===== config.mk =====
export PLATFORM = sky130hd
export DESIGN_NAME = pwr_guard
export DESIGN_NICKNAME = d
export VERILOG_FILES = /design/src/rtl/pwr_guard_pkg.sv /design/src/rtl/pwr_guard_deglitch.sv /design/src/rtl/pwr_guard_tmr.sv /design/src/rtl/pwr_guard.sv
export SDC_FILE = /design/constraint.sdc
export NUM_CORES = 1
export LEC_CHECK = 0
export BUFFER_PORTS_ARGS = -buffer_cell sky130_fd_sc_hd__buf_4
export CAP_MARGIN = 20
export CORE_MARGIN = 2
export CORE_UTILIZATION = 51
export CTS_CLUSTER_DIAMETER = 150
export DETAILED_ROUTE_END_ITERATION = 7
export PLACE_DENSITY_LB_ADDON = 0.15
export SKIP_CTS_REPAIR_TIMING = 1
export SYNTH_ARGS = -nofsm -noshare
export SYNTH_HDL_FRONTEND = slang
export SYNTH_HIERARCHICAL = 1
export SYNTH_SLANG_ARGS = --single-unit

===== constraint.sdc =====
create_clock -name clk -period 1.8 [get_ports clk]
set_input_delay 0.18 -clock clk [delete_from_list [all_inputs] [get_ports clk]]
set_output_delay 0.18 -clock clk [all_outputs]
set_load 0.03 [all_outputs]

===== src/rtl/pwr_guard_pkg.sv =====
`timescale 1ns/1ps
package pwr_guard_pkg;

    typedef enum logic [2:0] {
        ST_NORMAL = 3'd0,
        ST_GRACE  = 3'd1,
        ST_PROT   = 3'd2,
        ST_BATT   = 3'd3,
        ST_RECOV  = 3'd4
    } pg_state_e;

    // States in which the host still reaches the memory.
    function automatic logic pg_is_open(pg_state_e s);
        return (s == ST_NORMAL) || (s == ST_GRACE);
    endfunction

endpackage


===== src/rtl/pwr_guard_deglitch.sv =====
`timescale 1ns/1ps
module pwr_guard_deglitch #(
    parameter int STAGES  = 2,
    parameter int FILT    = 3,
    parameter bit RST_VAL = 1'b1
) (
    input  logic clk,
    input  logic rst_n,
    input  logic raw_i,
    output logic flt_o
);
    localparam int CW = (FILT > 1) ? $clog2(FILT) : 1;
    localparam logic [CW-1:0] LAST = CW'(FILT - 1);

    logic          sync_s;
    logic [CW-1:0] cnt_q;
    logic          flt_q;

    generate
        if (STAGES <= 1) begin : g_one
            logic s_q;
            always_ff @(posedge clk or negedge rst_n) begin
                if (!rst_n) s_q <= RST_VAL;
                else        s_q <= raw_i;
            end
            assign sync_s = s_q;
        end else begin : g_chain
            logic [STAGES-1:0] sh_q;
            always_ff @(posedge clk or negedge rst_n) begin
                if (!rst_n) sh_q <= {STAGES{RST_VAL}};
                else        sh_q <= {sh_q[STAGES-2:0], raw_i};
            end
            assign sync_s = sh_q[STAGES-1];
        end
    endgenerate

    // Accept a new level only after FILT consecutive mismatching samples.
    always_ff @(posedge clk or negedge rst_n) begin
        if (!rst_n) begin
            cnt_q <= '0;
            flt_q <= RST_VAL;
        end else if (sync_s != flt_q) begin
            if (cnt_q == LAST) begin
                flt_q <= sync_s;
                cnt_q <= '0;
            end else begin
                cnt_q <= cnt_q + 1'b1;
            end
        end else begin
            cnt_q <= '0;
        end
    end

    assign flt_o = flt_q;
endmodule


===== src/rtl/pwr_guard_tmr.sv =====
`timescale 1ns/1ps
module pwr_guard_tmr #(
    parameter int W = 6
) (
    input  logic         clk,
    input  logic         rst_n,
    input  logic         load,
    input  logic [W-1:0] load_val,
    output logic         expired
);
    logic [W-1:0] cnt_q;

    always_ff @(posedge clk or negedge rst_n) begin
        if (!rst_n)              cnt_q <= '0;
        else if (load)           cnt_q <= load_val;
        else if (cnt_q != '0)    cnt_q <= cnt_q - 1'b1;
    end

    assign expired = (cnt_q == '0);
endmodule


===== src/rtl/pwr_guard.sv =====
`timescale 1ns/1ps
module pwr_guard
    import pwr_guard_pkg::*;
#(
    parameter int SYNC_STAGES = 2,
    parameter int FILT_LEN    = 3,
    parameter int WP_CYCLES   = 16,
    parameter int ER_CYCLES   = 40
) (
    input  logic clk,
    input  logic rst_n,
    input  logic vdd_warn_i,
    input  logic vdd_crit_i,
    input  logic host_ce_n_i,
    input  logic acc_act_i,
    output logic mem_ce_n_o,
    output logic wr_prot_o,
    output logic dq_hiz_o,
    output logic bat_sel_o
);
    localparam int N_SENSE = 2;
    localparam int MAX_T   = (ER_CYCLES > WP_CYCLES) ? ER_CYCLES : WP_CYCLES;
    localparam int CNT_W   = $clog2(MAX_T + 1);
    localparam logic [CNT_W-1:0] WP_LOAD = CNT_W'(WP_CYCLES - 1);
    localparam logic [CNT_W-1:0] ER_LOAD = CNT_W'(ER_CYCLES - 1);
    localparam logic [N_SENSE-1:0] SENSE_RST = {N_SENSE{1'b1}};

    logic [N_SENSE-1:0] sense_raw;
    logic [N_SENSE-1:0] sense_flt;
    logic               pf_flt;
    logic               so_flt;

    pg_state_e state_q, state_d;
    logic      armed_q;
    logic      ld_wp, ld_er;
    logic      tmr_zero;
    logic      open_s;

    assign sense_raw = {vdd_crit_i, vdd_warn_i};

    // One deglitch path per comparator level; both reset to "supply low".
    generate
        for (genvar g = 0; g < N_SENSE; g++) begin : g_sense
            pwr_guard_deglitch #(
                .STAGES  (SYNC_STAGES),
                .FILT    (FILT_LEN),
                .RST_VAL (SENSE_RST[g])
            ) u_dg (
                .clk   (clk),
                .rst_n (rst_n),
                .raw_i (sense_raw[g]),
                .flt_o (sense_flt[g])
            );
        end
    endgenerate

    assign pf_flt = sense_flt[0];
    assign so_flt = sense_flt[1];

    pwr_guard_tmr #(.W(CNT_W)) u_tmr (
        .clk      (clk),
        .rst_n    (rst_n),
        .load     (ld_wp | ld_er),
        .load_val (ld_wp ? WP_LOAD : ER_LOAD),
        .expired  (tmr_zero)
    );

    // State register (armed flag records the first good supply).
    always_ff @(posedge clk or negedge rst_n) begin
        if (!rst_n) begin
            state_q <= ST_PROT;
            armed_q <= 1'b0;
        end else begin
            state_q <= state_d;
            if (state_q == ST_RECOV) armed_q <= 1'b1;
        end
    end

    // Next-state and timer loads.
    always_comb begin
        state_d = state_q;
        ld_wp   = 1'b0;
        ld_er   = 1'b0;
        unique case (state_q)
            ST_NORMAL: begin
                if (pf_flt) begin
                    if (acc_act_i) begin
                        state_d = ST_GRACE;
                        ld_wp   = 1'b1;
                    end else begin
                        state_d = ST_PROT;
                    end
                end
            end
            ST_GRACE: begin
                if (!acc_act_i || tmr_zero) state_d = ST_PROT;
            end
            ST_PROT: begin
                if (so_flt && armed_q) begin
                    state_d = ST_BATT;
                end else if (!pf_flt) begin
                    state_d = ST_RECOV;
                    ld_er   = 1'b1;
                end
            end
            ST_BATT: begin
                if (!so_flt) state_d = ST_PROT;
            end
            ST_RECOV: begin
                if (pf_flt)        state_d = ST_PROT;
                else if (tmr_zero) state_d = ST_NORMAL;
            end
            default: state_d = ST_PROT;
        endcase
    end

    // Outputs, decoded from the current state.
    always_comb begin
        open_s     = pg_is_open(state_q);
        mem_ce_n_o = open_s ? host_ce_n_i : 1'b1;
        wr_prot_o  = !open_s;
        dq_hiz_o   = !open_s;
        bat_sel_o  = (state_q == ST_BATT);
    end
endmodule


==> flow_summary.json <==
{
  "fin_hold_ws_ns": 0.2971,
  "drive_gt1_share_pct": 38.84,
  "stdcell_count": 148,
  "path_class": "register to register",
  "max_clock_freq_mhz": 557.5,
  "syn-cell-area_mm2": 0.001071,
  "via_count": 782,
  "clk_path_buf_depth": 2,
  "critical-path-slowest-cell": "dfrtp_1",
  "finalCriticalPeriod_ns": 1.794,
  "portBuffers": 9,
  "cts_root_buf": "clkbuf_4",
  "powerDensity_mw_per_mm2": 1881,
  "grt_pass1_wl_um": 3339,
  "dp.cells": 141,
  "diodes": 0,
  "syn-mean-instance-area_um2": 10.93,
  "routabilityCongestion": 0.7903,
  "cts_buffers": 3,
  "reg2reg_slack_ns": 0.006,
  "p_sw_uw": 980.8,
  "p_comb_share_pct": 54.4,
  "power.internal_uw": 1469,
  "end_kind": "register",
  "seq_area_um2": 509.2,
  "placed_area_mm2": 0.001226,
  "min_period_over_period_pct": 99.66,
  "worstSetupStartpointType": "register",
  "grt-ovfl-total": 0,
  "worstPathRequired_ns": 2.03,
  "fp.dieArea_mm2": 0.002483,
  "cts.sinks": 20,
  "hold_viol_final": 0,
  "start_util_pct": 54.59,
  "io_pins": 10,
  "cp_data_arrival_time_ns": 2.03,
  "final_antenna_net_count": 0,
  "r2r_cells": 7,
  "crit_chain": "inv_2, ha_2, and2_4, or3b_1, a211oi_2, a311oi_1, mux2_1",
  "timing.rr.start": "u_tmr/cnt_q[0]",
  "cp_max_fo": 3,
  "multi_input_area_um2": 528.0,
  "yosys_warnings": 6,
  "rows": 16,
  "grt_pass1_vias": 771,
  "antenna_found_initial": 0,
  "finalSetupTns_ns": 0,
  "sw_frac_of_total_pct": 40.03,
  "cts_tree": "yes",
  "nFillCells": 167,
  "avgViaCountPerCell": 5.284,
  "skew_ns": 0.003465,
  "status": "finished clean",
  "rsz0062_at_grt": "true",
  "synthCells": 98,
  "ys_seq_area_share_pct": 47.55,
  "drc_errors": 0,
  "fp.dieW_um": 49.83,
  "clk_pin_slew_ns": 0.11,
  "synth-seq-cells": 20,
  "final_nets": 130,
  "seqPwrFrac_pct": 35.2,
  "async_flop_share_pct": 100.0,
  "r2r-end": "state_q[1]",
  "ys.flop_type": "dfrtp_1",
  "max_stage_delay_ns": 0.37,
  "clk_latency_ns": 0.30,
  "grt_max_degree": 21,
  "slew_viol_final": 0,
  "finalSetupViolCount": 0,
  "p_leak_uw": 0.0005852,
  "grt.total_usage_pct": 17.73,
  "drtPass1Iterations": 4,
  "maxCapViolations": 0,
  "hp-class": "primary input to async pin",
  "final_util_pct": 66.39,
  "stdcell_area_mm2": 0.001303,
  "dp_hpwl_um": 1403,
  "coreArea_mm2": 0.001962,
  "fp.dieH_um": 49.83,
  "irDropWorstVdd_mv": 0.9997,
  "synth_edf_count": 0,
  "area_growth_pct": 21.61,
  "netlist-cell-type-count": 44,
  "cts_max_level": 1,
  "avgRoutedWirePerCell_um": 12.80,
  "clkPwrFrac_pct": 10.4,
  "drt_iter0_drc": 18,
  "wl_um": 1894
}
## power groups by stage
stage | clock [uW] | sequential (uW) | combinational [uW]
finish | 254 | 863 | 1330
detailed placement | 0 | 857 | 1310
CTS | 269 | 848 | 1320
global route | 280 | 896 | 1470
floorplan | 0 | 827 | 962
global placement | 0 | 848 | 1280
## cell type report
| type | instances | share of cell area, % |
|---|---|---|
| Clock buffer | 4 | 2.786 |
| Tap cell | 27 | 2.594 |
| Sequential cell | 20 | 39.10 |
| Multi-Input combinational cell | 69 | 40.54 |
| Inverter | 6 | 1.729 |
| Timing Repair Buffer | 22 | 13.26 |
## cell usage after synthesis (2+ instances only)
| cell | instances | area share [%] |
|---|---|---|
| dfrtp_1 | 13 | 30 |
| nor2_1 | 8 | 2.8 |
| dfstp_2 | 7 | 17 |
| inv_1 | 6 | 2.1 |
| nand2_1 | 6 | 2.1 |
| xnor2_1 | 5 | 4.1 |
| nor3b_1 | 4 | 2.8 |
| nor3_1 | 3 | 1.4 |
| o31ai_1 | 3 | 2.1 |
| a21oi_1 | 2 | 0.93 |
| clkbuf_1 | 2 | 0.70 |
| conb_1 | 2 | 0.70 |
| ha_1 | 2 | 2.3 |
| mux2_4 | 2 | 2.8 |
| nor2b_4 | 2 | 2.6 |
| o21ai_0 | 2 | 0.93 |
| or3_1 | 2 | 1.2 |
## registers in the layout, indices dropped and copies added, names as in the netlist
signal                     cells
g_sense.u_dg/flt_o             2
g_sense.u_dg/cnt_q             4
g_sense.u_dg/g_chain.sh_q      4
u_tmr/cnt_q                    6
armed_q                        1
state_q                        3
## layer usage
layer / part of all wire, % / global-route usage (%) / vias to the layer above
met5: 0 / 0 / -
met4: 0.74 / 4.630 / 0
met3: 4.6 / 6.970 / 2
met2: 50 / 29.33 / 21
met1: 45 / 21.50 / 376
li1: - / - / 383
## kinds of logic (layout without fill, tap and decap cells)
group / after synthesis / count (layout) / synth area share, %
flip-flops: 20 / 20 / 47.55
other: 2 / 4 / 0.7012
AND/OR/NAND/NOR: 35 / 35 / 20.33
buffers and inverters: 11 / 32 / 5.023
AO/OA/AOI/OAI: 19 / 19 / 15.19
multiplexers: 4 / 4 / 4.790
adder cells (fa/ha/maj): 2 / 2 / 2.336
XOR/XNOR: 5 / 5 / 4.089
## worst max path at each step
stage                               from    endpoint  slack [ns]
after floorplan           u_tmr/cnt_q[0]  state_q[1]       -0.07
after global placement    u_tmr/cnt_q[0]  state_q[1]        0.05
after detailed placement  u_tmr/cnt_q[0]  state_q[1]        0.02
after global routing      u_tmr/cnt_q[1]  state_q[1]       -0.06
after CTS                 u_tmr/cnt_q[0]  state_q[1]       0.007
final                     u_tmr/cnt_q[0]  state_q[1]       0.006
## placed cells by master (no fill, tap or decap), drive strengths merged, types with 2 or more instances in the layout
cell / count
xnor2: 5
nand2: 6
o21ai: 2
mux2: 3
dlygate4sd3: 3
dfstp: 7
a211oi: 2
inv: 6
nor2: 8
nor3b: 4
nor2b: 2
buf: 19
nor3: 4
and2: 2
dfrtp: 13
o31ai: 3
clkbuf: 4
a21o: 2
ha: 2
conb: 4
a221oi: 2
or3: 2
or3b: 2
a21oi: 2
## stage by stage
| step | setup slack [ns] | power (uW) |
|---|---|---|
| 6_report | 0.006189 | 2450 |
| 5_1_grt | -0.05937 | 2646 |
| 3_3_place_gp | 0.05474 | 2127 |
| 4_1_cts | 0.007079 | 2437 |
| 3_5_place_dp | 0.02030 | 2170 |
| 2_1_floorplan | -0.07236 | 1789 |
## worst max-delay path, delay by kind of cell (launching register included)
family	cells	cell delay (ns)
simple gates	2	0.50
flops	1	0.37
mux	1	0.32
compound gates	2	0.30
fa+ha+maj	1	0.19
buf+inv	1	0.05
No activity file was read; power rests on OpenSTA's default activity.
